<file path="src/rtl/rdm_pkg.sv">
package rdm_pkg;

    // Sign class of one character's bit balance
    typedef enum logic [1:0] {
        DCLS_NEUTRAL = 2'b00,
        DCLS_POS     = 2'b01,
        DCLS_NEG     = 2'b10
    } disp_class_e;

endpackage

</file>
<file path="src/rtl/rdm_char_disp.sv">
// Combinational balance of one character: ones minus zeros, plus its sign class.
module rdm_char_disp
    import rdm_pkg::*;
#(
    parameter int CHAR_W = 8,
    parameter int DISP_W = $clog2(CHAR_W + 1) + 1
) (
    input  logic [CHAR_W-1:0]        data_i,
    output logic signed [DISP_W-1:0] disp_o,
    output disp_class_e              class_o
);

    localparam int CNT_W = DISP_W - 1;

    logic [CNT_W-1:0]        ones;
    logic signed [DISP_W-1:0] twice_ones;

    // Count set bits
    always_comb begin
        ones = '0;
        for (int i = 0; i < CHAR_W; i++) begin
            ones = ones + CNT_W'(data_i[i]);
        end
    end

    // ones - zeros == 2*ones - CHAR_W
    always_comb begin
        twice_ones = signed'({ones, 1'b0});
        disp_o     = twice_ones - DISP_W'(CHAR_W);
    end

    always_comb begin
        if (disp_o > 0) begin
            class_o = DCLS_POS;
        end else if (disp_o < 0) begin
            class_o = DCLS_NEG;
        end else begin
            class_o = DCLS_NEUTRAL;
        end
    end

endmodule

</file>
<file path="src/rtl/rdm_accum.sv">
// Saturating signed running total with sticky bound-violation flag.
module rdm_accum #(
    parameter int DISP_W = 5,
    parameter int BOUND  = 8,
    parameter int LIMIT  = 16,
    parameter int ACC_W  = 6
) (
    input  logic                     clk,
    input  logic                     rst_n,
    input  logic                     upd_i,
    input  logic                     clr_i,
    input  logic signed [DISP_W-1:0] disp_i,
    output logic signed [ACC_W-1:0]  run_o,
    output logic                     viol_o
);

    localparam logic signed [ACC_W-1:0] LIM_P  = ACC_W'(LIMIT);
    localparam logic signed [ACC_W-1:0] NLIM_P = -LIM_P;
    localparam logic signed [ACC_W-1:0] BND_P  = ACC_W'(BOUND);
    localparam logic signed [ACC_W-1:0] NBND_P = -BND_P;

    typedef struct packed {
        logic signed [ACC_W-1:0] run;
        logic                    viol;
    } acc_state_t;

    acc_state_t st_d, st_q;
    logic signed [ACC_W-1:0] disp_ext_d;
    logic signed [ACC_W-1:0] sum_d;
    logic signed [ACC_W-1:0] sat_d;

    always_comb begin
        disp_ext_d = signed'({{(ACC_W - DISP_W){disp_i[DISP_W-1]}}, disp_i});
        sum_d      = st_q.run + disp_ext_d;
        if (sum_d > LIM_P) begin
            sat_d = LIM_P;
        end else if (sum_d < NLIM_P) begin
            sat_d = NLIM_P;
        end else begin
            sat_d = sum_d;
        end

        st_d = st_q;
        if (clr_i) begin
            st_d.run  = '0;
            st_d.viol = 1'b0;
        end else if (upd_i) begin
            st_d.run  = sat_d;
            st_d.viol = st_q.viol | (sat_d > BND_P) | (sat_d < NBND_P);
        end
    end

    always_ff @(posedge clk or negedge rst_n) begin
        if (!rst_n) begin
            st_q <= '0;
        end else begin
            st_q <= st_d;
        end
    end

    assign run_o  = st_q.run;
    assign viol_o = st_q.viol;

    assert_clear_zero_R8: assert property (@(posedge clk) disable iff (!rst_n)
        clr_i |=> (run_o == '0) && !viol_o);

    assert_sticky_flag_R7: assert property (@(posedge clk) disable iff (!rst_n)
        (viol_o && !clr_i) |=> viol_o);

    assert_idle_hold_R5: assert property (@(posedge clk) disable iff (!rst_n)
        (!upd_i && !clr_i) |=> ($stable(run_o) && $stable(viol_o)));

    assert_sat_range_R9: assert property (@(posedge clk) disable iff (!rst_n)
        (run_o <= LIM_P) && (run_o >= NLIM_P));

    assert_out_of_bound_flagged_R6: assert property (@(posedge clk) disable iff (!rst_n)
        ((run_o > BND_P) || (run_o < NBND_P)) |-> viol_o);

endmodule

</file>
<file path="src/rtl/rdm_monitor.sv">
// Top: registers per-character balance and class, drives the running-total tracker.
module rdm_monitor
    import rdm_pkg::*;
#(
    parameter int CHAR_W = 8,
    parameter int BOUND  = 8,
    parameter int DISP_W = $clog2(CHAR_W + 1) + 1,
    parameter int RUN_W  = $clog2(BOUND + 2 * CHAR_W + 1) + 1
) (
    input  logic                     clk,
    input  logic                     rst_n,
    input  logic                     char_valid_i,
    input  logic [CHAR_W-1:0]        char_data_i,
    input  logic                     clear_i,
    output logic                     out_valid_o,
    output logic signed [DISP_W-1:0] char_disp_o,
    output logic [1:0]               char_class_o,
    output logic signed [RUN_W-1:0]  run_disp_o,
    output logic                     bound_viol_o
);

    localparam int LIMIT = BOUND + CHAR_W;

    typedef struct packed {
        logic                     vld;
        logic signed [DISP_W-1:0] disp;
        disp_class_e              cls;
    } char_out_t;

    char_out_t                co_d, co_q;
    logic signed [DISP_W-1:0] calc_disp;
    disp_class_e              calc_cls;

    rdm_char_disp #(
        .CHAR_W (CHAR_W),
        .DISP_W (DISP_W)
    ) u_char_disp (
        .data_i  (char_data_i),
        .disp_o  (calc_disp),
        .class_o (calc_cls)
    );

    always_comb begin
        co_d     = co_q;
        co_d.vld = char_valid_i;
        if (char_valid_i) begin
            co_d.disp = calc_disp;
            co_d.cls  = calc_cls;
        end
    end

    always_ff @(posedge clk or negedge rst_n) begin
        if (!rst_n) begin
            co_q <= '{vld: 1'b0, disp: '0, cls: DCLS_NEUTRAL};
        end else begin
            co_q <= co_d;
        end
    end

    rdm_accum #(
        .DISP_W (DISP_W),
        .BOUND  (BOUND),
        .LIMIT  (LIMIT),
        .ACC_W  (RUN_W)
    ) u_accum (
        .clk    (clk),
        .rst_n  (rst_n),
        .upd_i  (char_valid_i),
        .clr_i  (clear_i),
        .disp_i (calc_disp),
        .run_o  (run_disp_o),
        .viol_o (bound_viol_o)
    );

    assign out_valid_o  = co_q.vld;
    assign char_disp_o  = co_q.disp;
    assign char_class_o = co_q.cls;

    assert_valid_follows_R3: assert property (@(posedge clk) disable iff (!rst_n)
        char_valid_i |=> out_valid_o);

    assert_no_spurious_valid_R3: assert property (@(posedge clk) disable iff (!rst_n)
        !char_valid_i |=> !out_valid_o);

    assert_char_hold_R3: assert property (@(posedge clk) disable iff (!rst_n)
        !char_valid_i |=> ($stable(char_disp_o) && $stable(char_class_o)));

    assert_class_matches_sign_R2: assert property (@(posedge clk) disable iff (!rst_n)
        out_valid_o |-> (((char_disp_o > 0) == (char_class_o == 2'b01)) &&
                         ((char_disp_o < 0) == (char_class_o == 2'b10))));

    assert_disp_range_R1: assert property (@(posedge clk) disable iff (!rst_n)
        out_valid_o |-> ((char_disp_o <= DISP_W'(CHAR_W)) && (char_disp_o >= -DISP_W'(CHAR_W))
                         && !char_disp_o[0]));

endmodule

</file>
<file path="config.mk">
export PLATFORM = sky130hd
export DESIGN_NAME = rdm_monitor
export DESIGN_NICKNAME = d
export VERILOG_FILES = /design/src/rtl/rdm_pkg.sv /design/src/rtl/rdm_char_disp.sv /design/src/rtl/rdm_accum.sv /design/src/rtl/rdm_monitor.sv
export SDC_FILE = /design/constraint.sdc
export NUM_CORES = 1
export LEC_CHECK = 0
export ABC_AREA = 1
export BUFFER_PORTS_ARGS = -buffer_cell sky130_fd_sc_hd__buf_2
export CAP_MARGIN = 0
export CORE_MARGIN = 5
export CORE_UTILIZATION = 51
export CTS_CLUSTER_DIAMETER = 60
export DETAILED_ROUTE_END_ITERATION = 7
export GPL_TIMING_DRIVEN = 0
export PLACE_DENSITY = 0.74
export SLEW_MARGIN = 0
export SYNTH_ARGS = -nofsm -noshare
export SYNTH_HDL_FRONTEND = slang
export SYNTH_SLANG_ARGS = --single-unit
</file>
<file path="constraint.sdc">
create_clock -name clk -period 2 [get_ports clk]
set_input_delay 0.3 -clock clk [delete_from_list [all_inputs] [get_ports clk]]
set_output_delay 0.3 -clock clk [all_outputs]
set_load 0.03 [all_outputs]
</file>
==> summary.txt <==
Logic synthesis
  – Post-Synth Simple-Gate Area: 27.9%
  – XOR/XNOR share of the synthesized area: 1.71%
  – #FFs+latches synth: 14
  – Largest family of logic cells by synthesized area: simple AND/OR/NAND/NOR gates
  – Mapped Nets: 150
  – Synth Area in Adders: 19.5%
  – Mapped Cells: 125
  – Synth cell types: 22
  – Synth Warn #: 0
  – Avg Synthesized Cell Area: 8.21 sq um
  – Register area share after synthesis: 34.1%
  – Compound-Gate Fraction of Synth Area: 8.29%
  – Mux share of post-synthesis cell area: 0%
  – Cell area after synthesis: 0.00103 sq mm

Clock tree
  – Worst skew pair latency: 280 ps
  – Worst-path clk slew: 80 ps
  – Clk sink count: 14
  – Total CTS buffers: 3
  – CTS root buf: clkbuf_4
  – H-tree lvl count: 1
  – TritonCTS clock tree: yes
  – Bufs on Longest Clock Path: 2

Placement
  – DP HPWL: 1850 um
  – Area post-placement: 0.00124 sq mm
  – Placer's final routability congestion estimate: 0.810
  – IO Port Bufs: 25

Finish
  – Fin util: 71.8%
  – Antenna Cells: 0
  – Post-route cell area: 0.00140 sq mm
  – Share of cells above drive strength 1: 42.6%
  – Final #Nets: 189
  – FF/Latch Area: 350 sq um
  – Area of the multi-input gates: 698 sq um
  – Area delta synth->final: 36.0%
  – Fillers: 159

Setup path
  – Largest delay share family, worst path: adder cells
  – CP max stage delay: 530 ps
  – CP Launch Type: input port
  – Crit path required time: 2180 ps
  – Worst Path Max Fanout: 4
  – WS Path Type: in -> reg
  – CP arrival: 4090 ps
  – CP Cell Sequence: buf_6 > ha_4 > inv_2 > fa_1 > fa_1 > fa_2 > fa_2 > xor2_2 > inv_2 > ha_4 > ha_4 > or2_4 > nand2_2 > nand2_2 > nand2_4 > nand3_2 > nand3_2 > nand3_1 > nand2_1 > nand2_1 > nand2_1 > nand2_1
  – Worst path slowest cell: fa_1
  – Crit path top cell by count: nand2_1
  – Worst setup EP type: flop
  – CP Buf/Inv Count: 3

Timing
  – Clock Skew: 3.41 ps
  – Worst slew pin tran: 525 ps
  – Setup ws final: -1920 ps
  – Fin. max-slew vios: 0
  – Peak Freq: 0.255 GHz
  – Min Tclk post-route: 3920 ps
  – Period utilisation layout: 196%
  – RSZ-0062 raised after global routing: yes
  – Final hold vios: 0
  – Endpoints failing setup: 13
  – Setup TNS: -16,880 ps
  – Rel. slew slack: 64.9%

Power and ir drop
  – Peak supply drop: 1.18 mV
  – Pwr Total: 2.37 mW
  – Pwr dens: 1700 mW/mm^2
  – Pleak: 0.747 nW

GRT
  – Met2 usage: 33.9%
  – Most Crowded Layer GR: met2
  – GR Layer Usage met1: 20.9%
  – Vias in the first global route: 992
  – Antenna violations before repair: 0
  – GRT Overall Usage: 18.3%
  – Largest net degree at the start of global routing: 15
  – First-pass GRT wire length: 3930 um
  – Gr ovfl total: 0
  – Met3 Track Usage GR: 2.45%

Detailed routing
  – Vias per std cell: 4.98
  – Via count: 941
  – Starting DRT DRC Count: 17
  – DRC: 0
  – DRT Pass-1 Iters: 4
  – Routed Wire Length: 2340 um
  – Routed WL per cell: 12.4 um
  – Antenna-violating nets left: 0

Floorplanning
  – Top-Level Pins: 27
  – Initial Util: 52.8%
  – Full die area: 0.00301 sq mm
  – Die W: 54.9 um
  – Core Area: 0.00194 sq mm
  – Vert. Die Dim: 54.9 um
  – Std-Cell Rows: 16

Job
  – Max-cap viol count: 0

Outcome
  – Failing checks: setup timing
  – Outcome: finished, violations left

Worst hold path
  – HP Class: in -> reg
[state kept, by name (all words and copies together) (netlist names)]
register,count
u_accum.viol_o,1
char_disp_o,4
out_valid_o,1
u_accum.run_o,6
char_class_o,2
[what timing repair did]
| item | in CTS | in global routing |
|---|---|---|
| pin swaps | 9 | 4 |
| gates resized for setup | 15 | 3 |
| buffers inserted | 4 | 4 |
| setup endpoints to repair | 13 | 13 |
| hold buffers | 1 | 0 |
| endpoints found under the hold margin | 14 | 0 |
[synth_stat cells]
library cell / number / area share, %
a211oi_2: 1 / 1.2
a21oi_2: 1 / 0.85
a22o_1: 1 / 0.85
buf_4: 1 / 0.73
conb_1: 1 / 0.37
dfrtp_1: 14 / 34
fa_1: 5 / 9.8
ha_1: 8 / 9.8
inv_1: 20 / 7.3
nand2_1: 29 / 11
nand2_2: 7 / 4.3
nand2_4: 2 / 2.2
nand3_1: 10 / 4.9
nand3_2: 1 / 0.98
nor2_1: 10 / 3.7
nor3_1: 1 / 0.49
o211ai_1: 1 / 0.73
o21ai_0: 8 / 3.9
o31ai_1: 1 / 0.73
or2_4: 1 / 0.85
xnor2_1: 1 / 0.85
xor2_1: 1 / 0.85
[where the power goes]
group | internal (mW) | total (mW) | switching (mW)
sequential | 0.374 | 0.451 | 0.0771
clock | 0.0698 | 0.158 | 0.0884
combinational | 0.713 | 1.76 | 1.05
total | 1.16 | 2.37 | 1.22
[final timing paths]
| path | slack [ps] | startpoint | to | cells past startpoint |
|---|---|---|---|---|
| worst min register to register | 480 | char_disp_o[2] | char_disp_o[2] | 2 |
| worst max register to register | -80 | u_accum.run_o[1] | u_accum.viol_o | 14 |
| worst max-delay path | -1920 | char_data_i[1] | u_accum.viol_o | 22 |
| worst min-delay path | 180 | char_valid_i | out_valid_o | 1 |
| min in group asynchronous | 440 | rst_n | char_class_o[1] | 2 |
| max in group asynchronous | 1310 | rst_n | u_accum.run_o[1] | 2 |
[through the flow]
step           worst slack [ps]  std cells  hold slack, ps
6_report                  -1920        189             183
4_1_cts                   -1940        185             181
5_1_grt                   -2060        189             175
2_1_floorplan             -1900        125            4.41
3_3_place_gp              -2210        177             210
3_5_place_dp              -2330        177             218
[cells in the final DEF (no fill, tap or decap), drive strengths merged]
cell	count
o211ai	1
a21oi	1
or2	1
nor2	10
xnor2	1
inv	20
dlygate4sd3	1
o21ai	8
buf	34
nand2	38
a211oi	1
xor2	1
fa	5
nand3	11
nor3	1
ha	8
a22o	1
dfrtp	14
conb	1
clkbuf	3
o31ai	1
[cell type report]
| type | count | share of cell area, % |
|---|---|---|
| Multi-Input combinational cell | 90 | 50.0 |
| Sequential cell | 14 | 25.1 |
| Timing Repair Buffer | 34 | 14.9 |
| Inverter | 20 | 5.38 |
| Tap cell | 27 | 2.42 |
| Clock buffer | 3 | 1.61 |
| Buffer | 1 | 0.538 |
[layer usage]
metal | share of wire [%] | vias to the layer above | routed length (um)
met2 | 53 | 26 | 1240
met3 | 4.0 | 4 | 94
met1 | 42 | 443 | 971
li1 | - | 468 | -
met5 | 0 | - | 0
met4 | 1.5 | 0 | 36
[cells by family after synthesis]
kind of cell	after synthesis
buffers and inverters	21
AOI/OAI and AO/OA	13
xor gates and xnor gates	2
other	1
DFF	14
adders and majority gates	13
and+or+nand+nor	61
No activity file was read; power rests on OpenSTA's default activity.
